--- src/rtl/serial_acc_pkg.sv ---
package serial_acc_pkg;

  typedef enum logic {
    SEQ_IDLE = 1'b0,
    SEQ_RUN  = 1'b1
  } seq_state_e;

  function automatic int unsigned cnt_width(input int unsigned n);
    return (n > 1) ? $clog2(n) : 1;
  endfunction

endpackage

--- src/rtl/sacc_shreg.sv ---
module sacc_shreg #(
  parameter int unsigned W = 4
) (
  input  logic         clk,
  input  logic         rst_n,
  input  logic         clr,
  input  logic         shift,
  input  logic         load,
  input  logic [W-1:0] load_val,
  input  logic         ser_in,
  output logic [W-1:0] q
);

  logic [W-1:0] shifted;
  logic [W-1:0] q_nx;
  logic         q_en;

  for (genvar i = 0; i < W; i++) begin : g_bit
    if (i == W - 1) begin : g_top
      assign shifted[i] = ser_in;
    end else begin : g_mid
      assign shifted[i] = q[i+1];
    end
  end

  always_comb begin
    q_en = clr | shift | load;
    q_nx = q;
    if (clr) begin
      q_nx = '0;
    end else if (shift) begin
      q_nx = shifted;
    end else if (load) begin
      q_nx = load_val;
    end
  end

  always_ff @(posedge clk or negedge rst_n) begin
    if (!rst_n) begin
      q <= '0;
    end else if (q_en) begin
      q <= q_nx;
    end
  end

  // the serial input lands in the top bit on each shift
  a_r5_ser_to_top: assert property (@(posedge clk) disable iff (!rst_n)
    (shift && !clr) |=> (q[W-1] == $past(ser_in)));

  // clear empties the register
  a_r1_clear_empty: assert property (@(posedge clk) disable iff (!rst_n)
    clr |=> (q == '0));

endmodule

--- src/rtl/sacc_carry.sv ---
module sacc_carry (
  input  logic clk,
  input  logic rst_n,
  input  logic clr,
  input  logic arm,
  input  logic step,
  input  logic x,
  input  logic y,
  output logic sum,
  output logic q
);

  logic j_in;
  logic k_in;
  logic q_nx;
  logic q_en;

  always_comb begin
    sum  = x ^ y ^ q;
    j_in = x & y;
    k_in = ~(x | y);
    q_en = clr | arm | step;
    q_nx = q;
    if (clr || arm) begin
      q_nx = 1'b0;
    end else if (step) begin
      q_nx = (j_in & ~q) | (~k_in & q);
    end
  end

  always_ff @(posedge clk or negedge rst_n) begin
    if (!rst_n) begin
      q <= 1'b0;
    end else if (q_en) begin
      q <= q_nx;
    end
  end

  // after a step the carry is the majority of the three adder inputs
  a_r4_carry_majority: assert property (@(posedge clk) disable iff (!rst_n)
    (step && !clr && !arm) |=>
      (q == (($past(x) & $past(y)) | ($past(x) & $past(q)) | ($past(y) & $past(q)))));

  // arming a pass starts from a zero carry
  a_r4_arm_zero: assert property (@(posedge clk) disable iff (!rst_n)
    arm |=> !q);

  // with no step, arm or clear, the carry is kept
  a_r7_carry_hold: assert property (@(posedge clk) disable iff (!rst_n)
    (!step && !arm && !clr) |=> $stable(q));

endmodule

--- src/rtl/sacc_seq.sv ---
module sacc_seq
  import serial_acc_pkg::*;
#(
  parameter int unsigned N = 4
) (
  input  logic clk,
  input  logic rst_n,
  input  logic clr,
  input  logic go,
  output logic busy,
  output logic fin,
  output logic arm
);

  localparam int unsigned CW = cnt_width(N);
  localparam logic [CW-1:0] LAST = CW'(N - 1);

  seq_state_e    st, st_nx;
  logic [CW-1:0] cnt, cnt_nx;
  logic          fin_nx;
  logic          at_last;

  always_comb begin
    at_last = (cnt == LAST);
    arm     = (st == SEQ_IDLE) && go && !clr;
    st_nx   = st;
    cnt_nx  = cnt;
    fin_nx  = 1'b0;
    if (clr) begin
      st_nx  = SEQ_IDLE;
      cnt_nx = '0;
    end else if (st == SEQ_RUN) begin
      if (at_last) begin
        st_nx  = SEQ_IDLE;
        cnt_nx = '0;
        fin_nx = 1'b1;
      end else begin
        cnt_nx = cnt + 1'b1;
      end
    end else if (go) begin
      st_nx  = SEQ_RUN;
      cnt_nx = '0;
    end
  end

  always_ff @(posedge clk or negedge rst_n) begin
    if (!rst_n) begin
      st  <= SEQ_IDLE;
      cnt <= '0;
      fin <= 1'b0;
    end else begin
      st  <= st_nx;
      cnt <= cnt_nx;
      fin <= fin_nx;
    end
  end

  assign busy = (st == SEQ_RUN);

  // the pulse follows a busy cycle and never overlaps busy
  a_r3_fin_after_busy: assert property (@(posedge clk) disable iff (!rst_n)
    fin |-> (!busy && $past(busy)));

  // the counter stays inside the pass length
  a_r3_cnt_range: assert property (@(posedge clk) disable iff (!rst_n)
    busy |-> (int'(cnt) < int'(N)));

  // a pass begins with the counter at zero
  a_r3_start_zero: assert property (@(posedge clk) disable iff (!rst_n)
    $rose(busy) |-> (cnt == '0));

  // clear drops the pass with no pulse
  a_r9_clr_abort: assert property (@(posedge clk) disable iff (!rst_n)
    clr |=> (!busy && !fin));

endmodule

--- src/rtl/serial_acc.sv ---
module serial_acc
  import serial_acc_pkg::*;
#(
  parameter int unsigned N = 4
) (
  input  logic         clk,
  input  logic         rst_n,
  input  logic         clr,
  input  logic         go,
  input  logic         ld_acc,
  input  logic [N-1:0] acc_in,
  input  logic         ld_opd,
  input  logic [N-1:0] opd_in,
  input  logic         opd_ser,
  output logic [N-1:0] acc_out,
  output logic         cy_out,
  output logic         busy,
  output logic         fin
);

  logic         arm;
  logic         step;
  logic         idle_ld;
  logic         sum_bit;
  logic [N-1:0] acc_q;
  logic [N-1:0] opd_q;

  sacc_seq #(.N(N)) u_seq (
    .clk   (clk),
    .rst_n (rst_n),
    .clr   (clr),
    .go    (go),
    .busy  (busy),
    .fin   (fin),
    .arm   (arm)
  );

  always_comb begin
    step    = busy && !clr;
    idle_ld = !busy && !go && !clr;
  end

  sacc_carry u_carry (
    .clk   (clk),
    .rst_n (rst_n),
    .clr   (clr),
    .arm   (arm),
    .step  (step),
    .x     (acc_q[0]),
    .y     (opd_q[0]),
    .sum   (sum_bit),
    .q     (cy_out)
  );

  sacc_shreg #(.W(N)) u_acc (
    .clk      (clk),
    .rst_n    (rst_n),
    .clr      (clr),
    .shift    (step),
    .load     (idle_ld && ld_acc),
    .load_val (acc_in),
    .ser_in   (sum_bit),
    .q        (acc_q)
  );

  sacc_shreg #(.W(N)) u_opd (
    .clk      (clk),
    .rst_n    (rst_n),
    .clr      (clr),
    .shift    (step),
    .load     (idle_ld && ld_opd),
    .load_val (opd_in),
    .ser_in   (opd_ser),
    .q        (opd_q)
  );

  assign acc_out = acc_q;

  // an idle load shows on the output next cycle
  a_r2_idle_load: assert property (@(posedge clk) disable iff (!rst_n)
    (!busy && ld_acc && !go && !clr) |=> (acc_out == $past(acc_in)));

  // idle with no load or clear keeps the accumulator
  a_r10_acc_hold: assert property (@(posedge clk) disable iff (!rst_n)
    (!busy && !ld_acc && !clr) |=> $stable(acc_out));

  // arming a pass does not disturb the accumulator
  a_r8_go_wins: assert property (@(posedge clk) disable iff (!rst_n)
    (!busy && go && !clr) |=> (busy && $stable(acc_out)));

  // clear empties the carry and the accumulator
  a_r1_clear_all: assert property (@(posedge clk) disable iff (!rst_n)
    clr |=> ((acc_out == '0) && !cy_out));

endmodule

--- config.mk ---
export PLATFORM = sky130hd
export DESIGN_NAME = serial_acc
export DESIGN_NICKNAME = d
export VERILOG_FILES = /design/src/rtl/serial_acc_pkg.sv /design/src/rtl/sacc_shreg.sv /design/src/rtl/sacc_carry.sv /design/src/rtl/sacc_seq.sv /design/src/rtl/serial_acc.sv
export SDC_FILE = /design/constraint.sdc
export NUM_CORES = 1
export LEC_CHECK = 0
export ABC_AREA = 0
export BUFFER_PORTS_ARGS = -buffer_cell sky130_fd_sc_hd__buf_4
export CAP_MARGIN = 20
export CORE_ASPECT_RATIO = 1.5
export CORE_UTILIZATION = 35
export DETAILED_ROUTE_END_ITERATION = 12
export PLACE_DENSITY = 0.55
export SLEW_MARGIN = 10
export SYNTH_ARGS = -nofsm -noshare
export SYNTH_HDL_FRONTEND = slang
export SYNTH_SLANG_ARGS = --single-unit
export TNS_END_PERCENT = 100
--- constraint.sdc ---
create_clock -name clk -period 2.85 [get_ports clk]
set_input_delay 0.285 -clock clk [delete_from_list [all_inputs] [get_ports clk]]
set_output_delay 0.285 -clock clk [all_outputs]
set_load 0.1 [all_outputs]
* After elaboration in Yosys (flattened, before gate mapping)
Cells that the tools add are included.
** Cells by class
- Add/sub/neg operators :: 1
- Equality and inequality tests :: 1
- Muxes and demuxes :: 19
- Bitwise logic cells :: 14
- Reduce and logical (&&, ||, !) cells :: 18
** Operator list (number)
- $mux W4 :: 6
- $mux W1 :: 9
- $reduce_bool A3 Y1 :: 3
- $mux W2 :: 4
- $logic_and A1 B1 Y1 :: 7
- $or A1 B1 Y1 :: 7
- $reduce_and A2 Y1 :: 3
- $and A1 B1 Y1 :: 3
- $logic_not A1 Y1 :: 3
- $add A2 B1 Y2 const B :: 1
- $eq A2 B2 Y1 const B :: 1
- $not A1 Y1 :: 2
- $reduce_bool A2 Y1 :: 1
- $xor A1 B1 Y1 :: 2
- $logic_or A1 B1 Y1 :: 1
** Storage, ports and cells
- Register bits :: 13
- Input port bits :: 15
- Output and inout bits :: 7
- Word-level logic and storage cells :: 59

* Logic depth before layout (Yosys ltp)
Gate-level depths: netlist (run 1).
- Word-level depth :: 7
- Mapped depth :: 5
- Mapped depth without buffers :: 5

* Modules after synthesis
From an unflattened synthesis (run 1), not the netlist that was laid out.
** Second synthesis, totals
- Cell total of the unflattened synthesis :: 63
- Area total of the unflattened synthesis :: 705.7 um^2
** By module, submodules not included
- sacc_shreg :: instances 2, cells an instance 18, area each 203.9 um^2, sequential area each 100.1 um^2
- sacc_seq :: instances 1, cells an instance 15, area each 183.9 um^2, sequential area each 100.1 um^2
- sacc_carry :: instances 1, cells an instance 9, area each 90.1 um^2, sequential area each 25.0 um^2
- serial_acc :: instances 1, cells an instance 3, area each 23.8 um^2, sequential area each 0.0 um^2

* Least setup slack after synthesis (run 1)
No wires, ideal clock.
- Kind :: reg-to-reg
- Start point :: register u_seq.st, in the netlist u_seq.busy
- End point :: register u_acc.q[1]
- Library setup time :: 126 ps
- Data arrival time :: 1746 ps
- Required time :: 2724 ps
- Setup slack :: 977 ps
- Cell stages (with the launch flop) :: 6
- Path buffers :: 2
- Clock period less this slack :: 1873 ps
- Cell sequence :: dfrtp_1 > buf_6 > buf_6 > mux2i_1 > nor2_1 > mux2_4
** Between the ends
- Word-level cells in the longest chain between the ends :: 6
- Elaborated cells on any way between the ends :: 11
- Classes of those cells :: 2 x mux; 2 x bitwise; 7 x reduce/logical
** Ends and longest elaborated chain
- start: declaration :: RTL line sacc_seq.sv:18 : seq_state_e st, st_nx;
- start signal: assignment :: RTL line sacc_seq.sv:52 : st <= st_nx;
- $logic_not A1 Y1 :: RTL line serial_acc.sv:40 : idle_ld = !busy && !go && !clr;
- $logic_and A1 B1 Y1 (2 in series) :: RTL line serial_acc.sv:40
- $logic_and A1 B1 Y1 :: RTL line serial_acc.sv:60 : .load (idle_ld && ld_acc),
- $reduce_bool A3 Y1 (no line) or $or A1 B1 Y1 (tied branches)
- $reduce_and A2 Y1 (no line)
- end signal: assignment :: RTL line sacc_shreg.sv:42 : q <= q_nx;
- end: declaration :: RTL line sacc_shreg.sv:11 : output logic [W-1:0] q
Several ways; a longest one is shown, not always the timed one.
A chain may end at the register's enable or synchronous reset.

* Worst setup path in the final report (run 1)
- Start point :: register u_seq.st, in the netlist u_seq.busy
- End point :: output busy
** RTL lines
- end: declaration :: RTL line serial_acc.sv:17 : output logic busy,
No word-level cell between the ends.

==> results of run 1 <==
[Yosys cell counts]
cell      instances
dfrtp_1          13
nor2_1           11
mux2i_1           7
inv_1             4
ha_1              3
mux2_2            3
mux2_4            3
nand2_1           3
a21oi_1           2
buf_6             2
mux2_1            2
nor2_2            2
nor3b_1           2
o21ai_2           2
a211oi_1          1
a22oi_1           1
buf_2             1
buf_4             1
o211ai_1          1
xnor2_1           1
[stage by stage]
stage | total power [mW] | util [%] | instances | area (sq um) | worst slack (ps)
final | 0.472 | 48.4 | 108 | 908 | 1100
after global routing | 0.494 | 48.4 | 108 | 908 | 1040
after CTS | 0.477 | 48.4 | 108 | 908 | 1100
after detailed placement | 0.357 | 46.4 | 103 | 872 | 1360
after global placement | 0.356 | 46.4 | 103 | 872 | 1370
after floorplan | 0.321 | - | 65 | 723 | 977
[worst max path at each step]
stage	from	endpoint	depth (start not counted)
floorplan	u_seq.busy$_DFF_PN0_	u_acc.q[1]$_DFFE_PN0P_	5
global placement	u_seq.busy$_DFF_PN0_	u_opd.q[0]$_DFFE_PN0P_	3
CTS	u_seq.busy$_DFF_PN0_	busy	1
global route	u_seq.busy$_DFF_PN0_	busy	1
detailed placement	u_seq.busy$_DFF_PN0_	u_opd.q[0]$_DFFE_PN0P_	3
finish	u_seq.busy$_DFF_PN0_	busy	1
[state kept, by name, summed over array words and instances (netlist names)]
name	count
u_carry.q	1
u_acc.q	4
u_seq.busy	1
u_seq.fin	1
u_opd.q	4
u_seq.cnt	2
[power by group through the flow]
stage               registers [mW]  clock network [mW]  logic, mW
floorplan                    0.254                   0     0.0668
global placement             0.217                   0      0.139
detailed placement           0.218                   0      0.139
CTS                          0.214               0.122      0.141
global route                 0.216               0.128      0.149
finish                       0.214               0.119      0.139
[layout make-up]
cell class              count  area [sq um]  share of cell area, %
clock buffers               4          26.3                   2.89
inverters                   4          15.0                   1.65
multi-input cells          44           348                   38.3
flip-flops and latches     13           325                   35.8
well taps                  21          26.3                   2.89
repair buffers             22           168                   18.5
[metal layers]
metal	GRT usage [%]	share of wire (%)	up-vias
met2	21.9	46	20
met3	3.45	5.9	5
li1	-	-	261
met1	17.3	45	235
met5	0	0	-
met4	10.3	3.5	0
[logic make-up after synthesis]
family | Yosys count | share of synthesized area, %
AOI/OAI and AO/OA | 7 | 6.92
adders and majority gates | 3 | 5.19
xor gates and xnor gates | 1 | 1.21
buffers and inverters | 8 | 6.92
and+or+nand+nor | 18 | 11.1
muxes | 15 | 23.7
DFF | 13 | 45.0
==> key figures, run 1 <==
Outcome
  – Status: completed

STA
  – WHS: 279 ps
  – Hold Violations, Final: 0
  – Headroom to the max-slew limit: 56.5%
  – RSZ-0062 raised after global routing: false
  – Max Slew Vio Count: 0
  – Final setup viols: 0
  – Final Cycle Share: 61.3%
  – Fin crit period: 1750 ps
  – Setup Skew: 3.51 ps
  – Max Freq: 573 MHz
  – TNS Setup: 0 ps
  – Least-Margin Pin Slew: 652 ps

Die
  – Initial Utilization: 38.5%
  – Row count: 19
  – Ports: 22
  – Die ar.: 0.00226 sq mm
  – Die Ht: 57.7 um
  – Placeable Area: 0.00188 sq mm
  – Die span in x: 39.1 um

Worst hold path
  – Hold Crit Start: clr
  – Worst hold path cell count: 2
  – Hold WC Path Type: primary input to flop
  – Worst hold path endpoint: u_seq.fin$_DFF_PN0_

Power
  – Switching share of power: 35.4%
  – Combinational fraction of design power: 29.5%
  – Internal: 305 uW
  – Switching Power: 167 uW
  – Cell leakage power: 0.461 nW
  – Clk pwr share: 25.2%
  – VDD IR max: 217 uV
  – Pwr Density: 519 mW/mm^2
  – Portion of total power attributed to sequential cells: 45.4%

Layout
  – Share of layout cells above drive strength 1: 39.1%
  – Most frequent cells in the layout: buf_4 (21), dfrtp_1 (13), nor2_1 (11), mux2i_1 (7), inv_1 (4)
  – Commonest non-fill, non-tap cell in the layout: buf_4
  – Nets@finish: 106
  – N_diodes: 0
  – FILL cells: 184
  – Synth-to-layout area growth: 25.6%

Drt
  – Antenna-violating nets left: 0
  – Number of remaining DRC errors: 0
  – Routed len/inst: 12.6 um
  – DR vias: 521
  – WL final: 1.36 mm
  – Number of vias per cell: 4.82
  – DRT iter0 DRCs: 7
  – First-pass detailed-route iteration total: 3

Yosys
  – Mapped Avg Cell Area: 11.1 sq um
  – Top cells by area, synth: dfrtp_1 (45%), mux2i_1 (9.7%), mux2_4 (6.2%), nor2_1 (5.7%), ha_1 (5.2%)
  – Sequential area share after synthesis: 45.0%
  – Mapped Area: 723 sq um
  – Syn Inst Count: 65
  – Number of synthesized register bits: 13
  – Yosys top cell by area: dfrtp_1
  – Synth cell types: 20
  – Syn_nets: 83
  – Ys Warns: 0
  – Share of the synthesized area in the top cell type: 45.0%

Clock network
  – CTS tree: done
  – Post-CTS setup repair buffer count: 0
  – Num CTS Buffers: 3
  – Clock root buffer master: clkbuf_4
  – Post-cts sizing count: 0
  – Clk sinks: 13
  – Worst skew pair latency: 280 ps
  – Clock buffer depth: 2
  – H-tree depth: 1
  – Hold buffer count at CTS: 1
  – Worst-path clk slew: 80 ps

Worst setup path
  – Critical Path Max Stage Delay: 770 ps
  – Critical path arrival: 1460 ps
  – Critical path endpoint category: output pin
  – R2R depth: 3
  – Worst Path Required: 2570 ps
  – R2r endpoint: u_opd.q[0]$_DFFE_PN0P_
  – Critical path peak fanout: 16
  – Buffers & Inverters on Critical Path: 1
  – Reg2Reg Setup Slack: 1360 ps
  – Critical path class: flop to output pin
  – CP Cell Sequence: buf_4
  – Reg2reg start: u_seq.busy$_DFF_PN0_
  – Worst path top cell family by delay: flip-flops
  – Startpoint types: flop
  – Critical Path Slowest Stage Cell: dfrtp_1

Global route
  – Pin count of the biggest net entering global routing: 17
  – GRT Util Overall: 14.5%
  – Global-route wire length before repair: 2.17 mm
  – Initial antenna violation count: 0
  – Vias in the first global route: 493
  – Remaining global-route overflow: 0

Place
  – Routability-driven placement congestion ratio: 0.676
  – DP HPWL: 980 um
  – Port bufs: 21

Flow run
  – Max-cap check violation count: 0
No activity file was read; power rests on OpenSTA's default activity.
==> run 2: changes to the inputs <==
PLACE_DENSITY = 0.57   (was 0.55)
clock period = 1.4 ns   (was 2.85 ns; I/O delays follow)
==> key figures, run 2 (synthesis results as in run 1) <==
Outcome
  – Status: completed

Worst setup path
  – Critical path arrival: 1510 ps (+50 ps)
  – Reg2Reg Setup Slack: 60 ps (-1300 ps)
  – Reg2reg start: u_opd.q[0]$_DFFE_PN0P_
  – Critical path class: flop to flop
  – Critical path endpoint category: flop
  – Startpoint types: flop
  – R2r endpoint: u_acc.q[3]$_DFFE_PN0P_
  – R2R depth: 5 (+2)
  – Critical path peak fanout: 3 (-13)
  – Worst Path Required: 1570 ps (-1000 ps)

Drt
  – DRT iter0 DRCs: 4 (-3)
  – Antenna-violating nets left: 0 (unchanged)
  – Number of remaining DRC errors: 0 (unchanged)
  – First-pass detailed-route iteration total: 2 (-1)
  – DR vias: 529 (+1.5%)
  – Routed len/inst: 12.5 um (-0.88%)
  – WL final: 1.38 mm (+0.95%)
  – Number of vias per cell: 4.81 (-0.31%)

Clock network
  – Clock root buffer master: clkbuf_4
  – H-tree depth: 1 (unchanged)
  – Worst-path clk slew: 80 ps (about the same)
  – Num CTS Buffers: 3 (unchanged)
  – Clk sinks: 13 (unchanged)
  – Clock buffer depth: 2 (unchanged)
  – CTS tree: done
  – Worst skew pair latency: 270 ps (about the same)

Global route
  – Global-route wire length before repair: 2.27 mm (+4.8%)
  – Pin count of the biggest net entering global routing: 17 (unchanged)
  – Initial antenna violation count: 0 (unchanged)
  – GRT Util Overall: 14.7% (+0.26 points)
  – Vias in the first global route: 554 (+12%)
  – Remaining global-route overflow: 0 (unchanged)

Die
  – Initial Utilization: 38.5% (unchanged)
  – Die span in x: 39.1 um (unchanged)
  – Die ar.: 0.00226 sq mm (unchanged)
  – Ports: 22 (unchanged)
  – Row count: 19 (unchanged)
  – Placeable Area: 0.00188 sq mm (unchanged)
  – Die Ht: 57.7 um (unchanged)

STA
  – Setup Skew: 2.70 ps (-0.813 ps)
  – Final setup viols: 0 (unchanged)
  – Setup WS post-layout: 60.9 ps (-1040 ps)
  – TNS Setup: 0 ps (unchanged)
  – Max Slew Vio Count: 0 (unchanged)
  – Headroom to the max-slew limit: 80.8% (+24 points)
  – Max Freq: 747 MHz
  – Hold Violations, Final: 0 (unchanged)
  – Fin crit period: 1340 ps
  – Final Cycle Share: 95.6%
  – Least-Margin Pin Slew: 288 ps (-365 ps)

Power
  – Internal: 634 uW (+110%)
  – Combinational fraction of design power: 30.7% (+1.2 points)
  – Cell leakage power: 0.471 nW (+2.1%)
  – VDD IR max: 526 uV (+140%)
  – Switching share of power: 34.9% (-0.44 points)
  – Design Power: 974 uW (+110%)
  – Pwr Density: 1040 mW/mm^2 (+100%)
  – Clk pwr share: 24.5% (-0.7 points)
  – Switching Power: 340 uW (+100%)
  – Portion of total power attributed to sequential cells: 44.8% (-0.6 points)

Layout
  – Synth-to-layout area growth: 29.6%
  – Most frequent cells in the layout: buf_4 (23), nor2_1 (11), dfrtp_1 (10), mux2i_1 (7), inv_1 (4)
  – Nets@finish: 108 (+1.9%)
  – Final Instance Count excl. Fillers: 110 (+1.9%)
  – Biggest regs: u_acc.q x4, u_opd.q x4, u_seq.cnt x2
  – N_diodes: 0 (unchanged)
  – FILL cells: 183 (-0.54%)
  – Share of layout cells above drive strength 1: 44.9% (+5.9 points)
  – Commonest non-fill, non-tap cell in the layout: buf_4

Flow run
  – Max-cap check violation count: 0 (unchanged)

Worst hold path
  – Hold WC Path Type: primary input to flop
  – Worst hold path endpoint: u_carry.q$_DFFE_PN0P_
  – Hold Crit Start: clr
  – Worst hold path cell count: 2 (unchanged)

Place
  – DP HPWL: 976 um (-0.35%)
  – Post-Place Cells: 104 (+0.97%)
  – Pre-CTS WS: 35.3 ps (-1330 ps)
  – Port bufs: 21 (unchanged)
  – Routability-driven placement congestion ratio: 0.711 (+5.3%)
[run 2: changes by cell type in the layout (fill, tap and decap cells not counted), sizes merged]
cell | before | now
buf | 21 | 23
[run 2: final cells by class]
| type | count | area [sq um] | share of cell area (%) |
|---|---|---|---|
| multi-input combinational | 44 | 355 | 37.9 |
| clock buffer | 4 | 26.3 | 2.80 |
| inverter | 4 | 15.0 | 1.60 |
| tap | 21 | 26.3 | 2.80 |
| timing repair buffer | 24 | 183 | 19.5 |
| sequential | 13 | 332 | 35.4 |
[run 2: worst max-delay path, cell delays in order (launching register included)]
cell      delay, ps
dfrtp_1         370
inv_1            50
ha_1            320
xnor2_2         140
a211oi_1         80
mux2_2          260
[run 2: what timing repair did]
action                                 CTS  global route
hold buffers                             1             0
setup buffers                            0             1
setup endpoints to repair                0             1
resized for setup                        0             1
endpoints found under the hold margin   13             0
[run 2: routing by layer]
metal,global-route usage (%),vias to the layer above,wire length (um)
met4,8.87,0,16
met1,15.8,248,563
met2,25.5,15,738
li1,-,264,-
met5,0,-,0
met3,2.30,2,58
[run 2: worst max-delay path by stage]
stage	startpoint	to	slack, ps
after floorplan	u_seq.busy$_DFF_PN0_	u_acc.q[1]$_DFFE_PN0P_	-100
after global placement	u_opd.q[0]$_DFFE_PN0P_	u_acc.q[3]$_DFFE_PN0P_	40
after detailed placement	u_opd.q[0]$_DFFE_PN0P_	u_acc.q[3]$_DFFE_PN0P_	40
after CTS	u_opd.q[0]$_DFFE_PN0P_	u_acc.q[3]$_DFFE_PN0P_	20
after global routing	u_opd.q[0]$_DFFE_PN0P_	u_acc.q[3]$_DFFE_PN0P_	-0.7
final	u_opd.q[0]$_DFFE_PN0P_	u_acc.q[3]$_DFFE_PN0P_	60
[run 2: through the flow]
step / hold WS [ps] / util (%) / instance area [sq um]
after floorplan: -156 / - / 729
after global placement: -3.28 / 47.2 / 886
after detailed placement: -4.84 / 47.2 / 886
after CTS: 136 / 49.1 / 922
after global routing: 153 / 49.9 / 937
final: 139 / 49.9 / 937
[run 2: power groups by stage]
stage	registers, mW	logic, mW	clock network, mW
2_1_floorplan	0.520	0.136	0
3_3_place_gp	0.444	0.287	0
3_5_place_dp	0.444	0.290	0
4_1_cts	0.437	0.293	0.248
5_1_grt	0.441	0.321	0.258
6_report	0.436	0.299	0.238
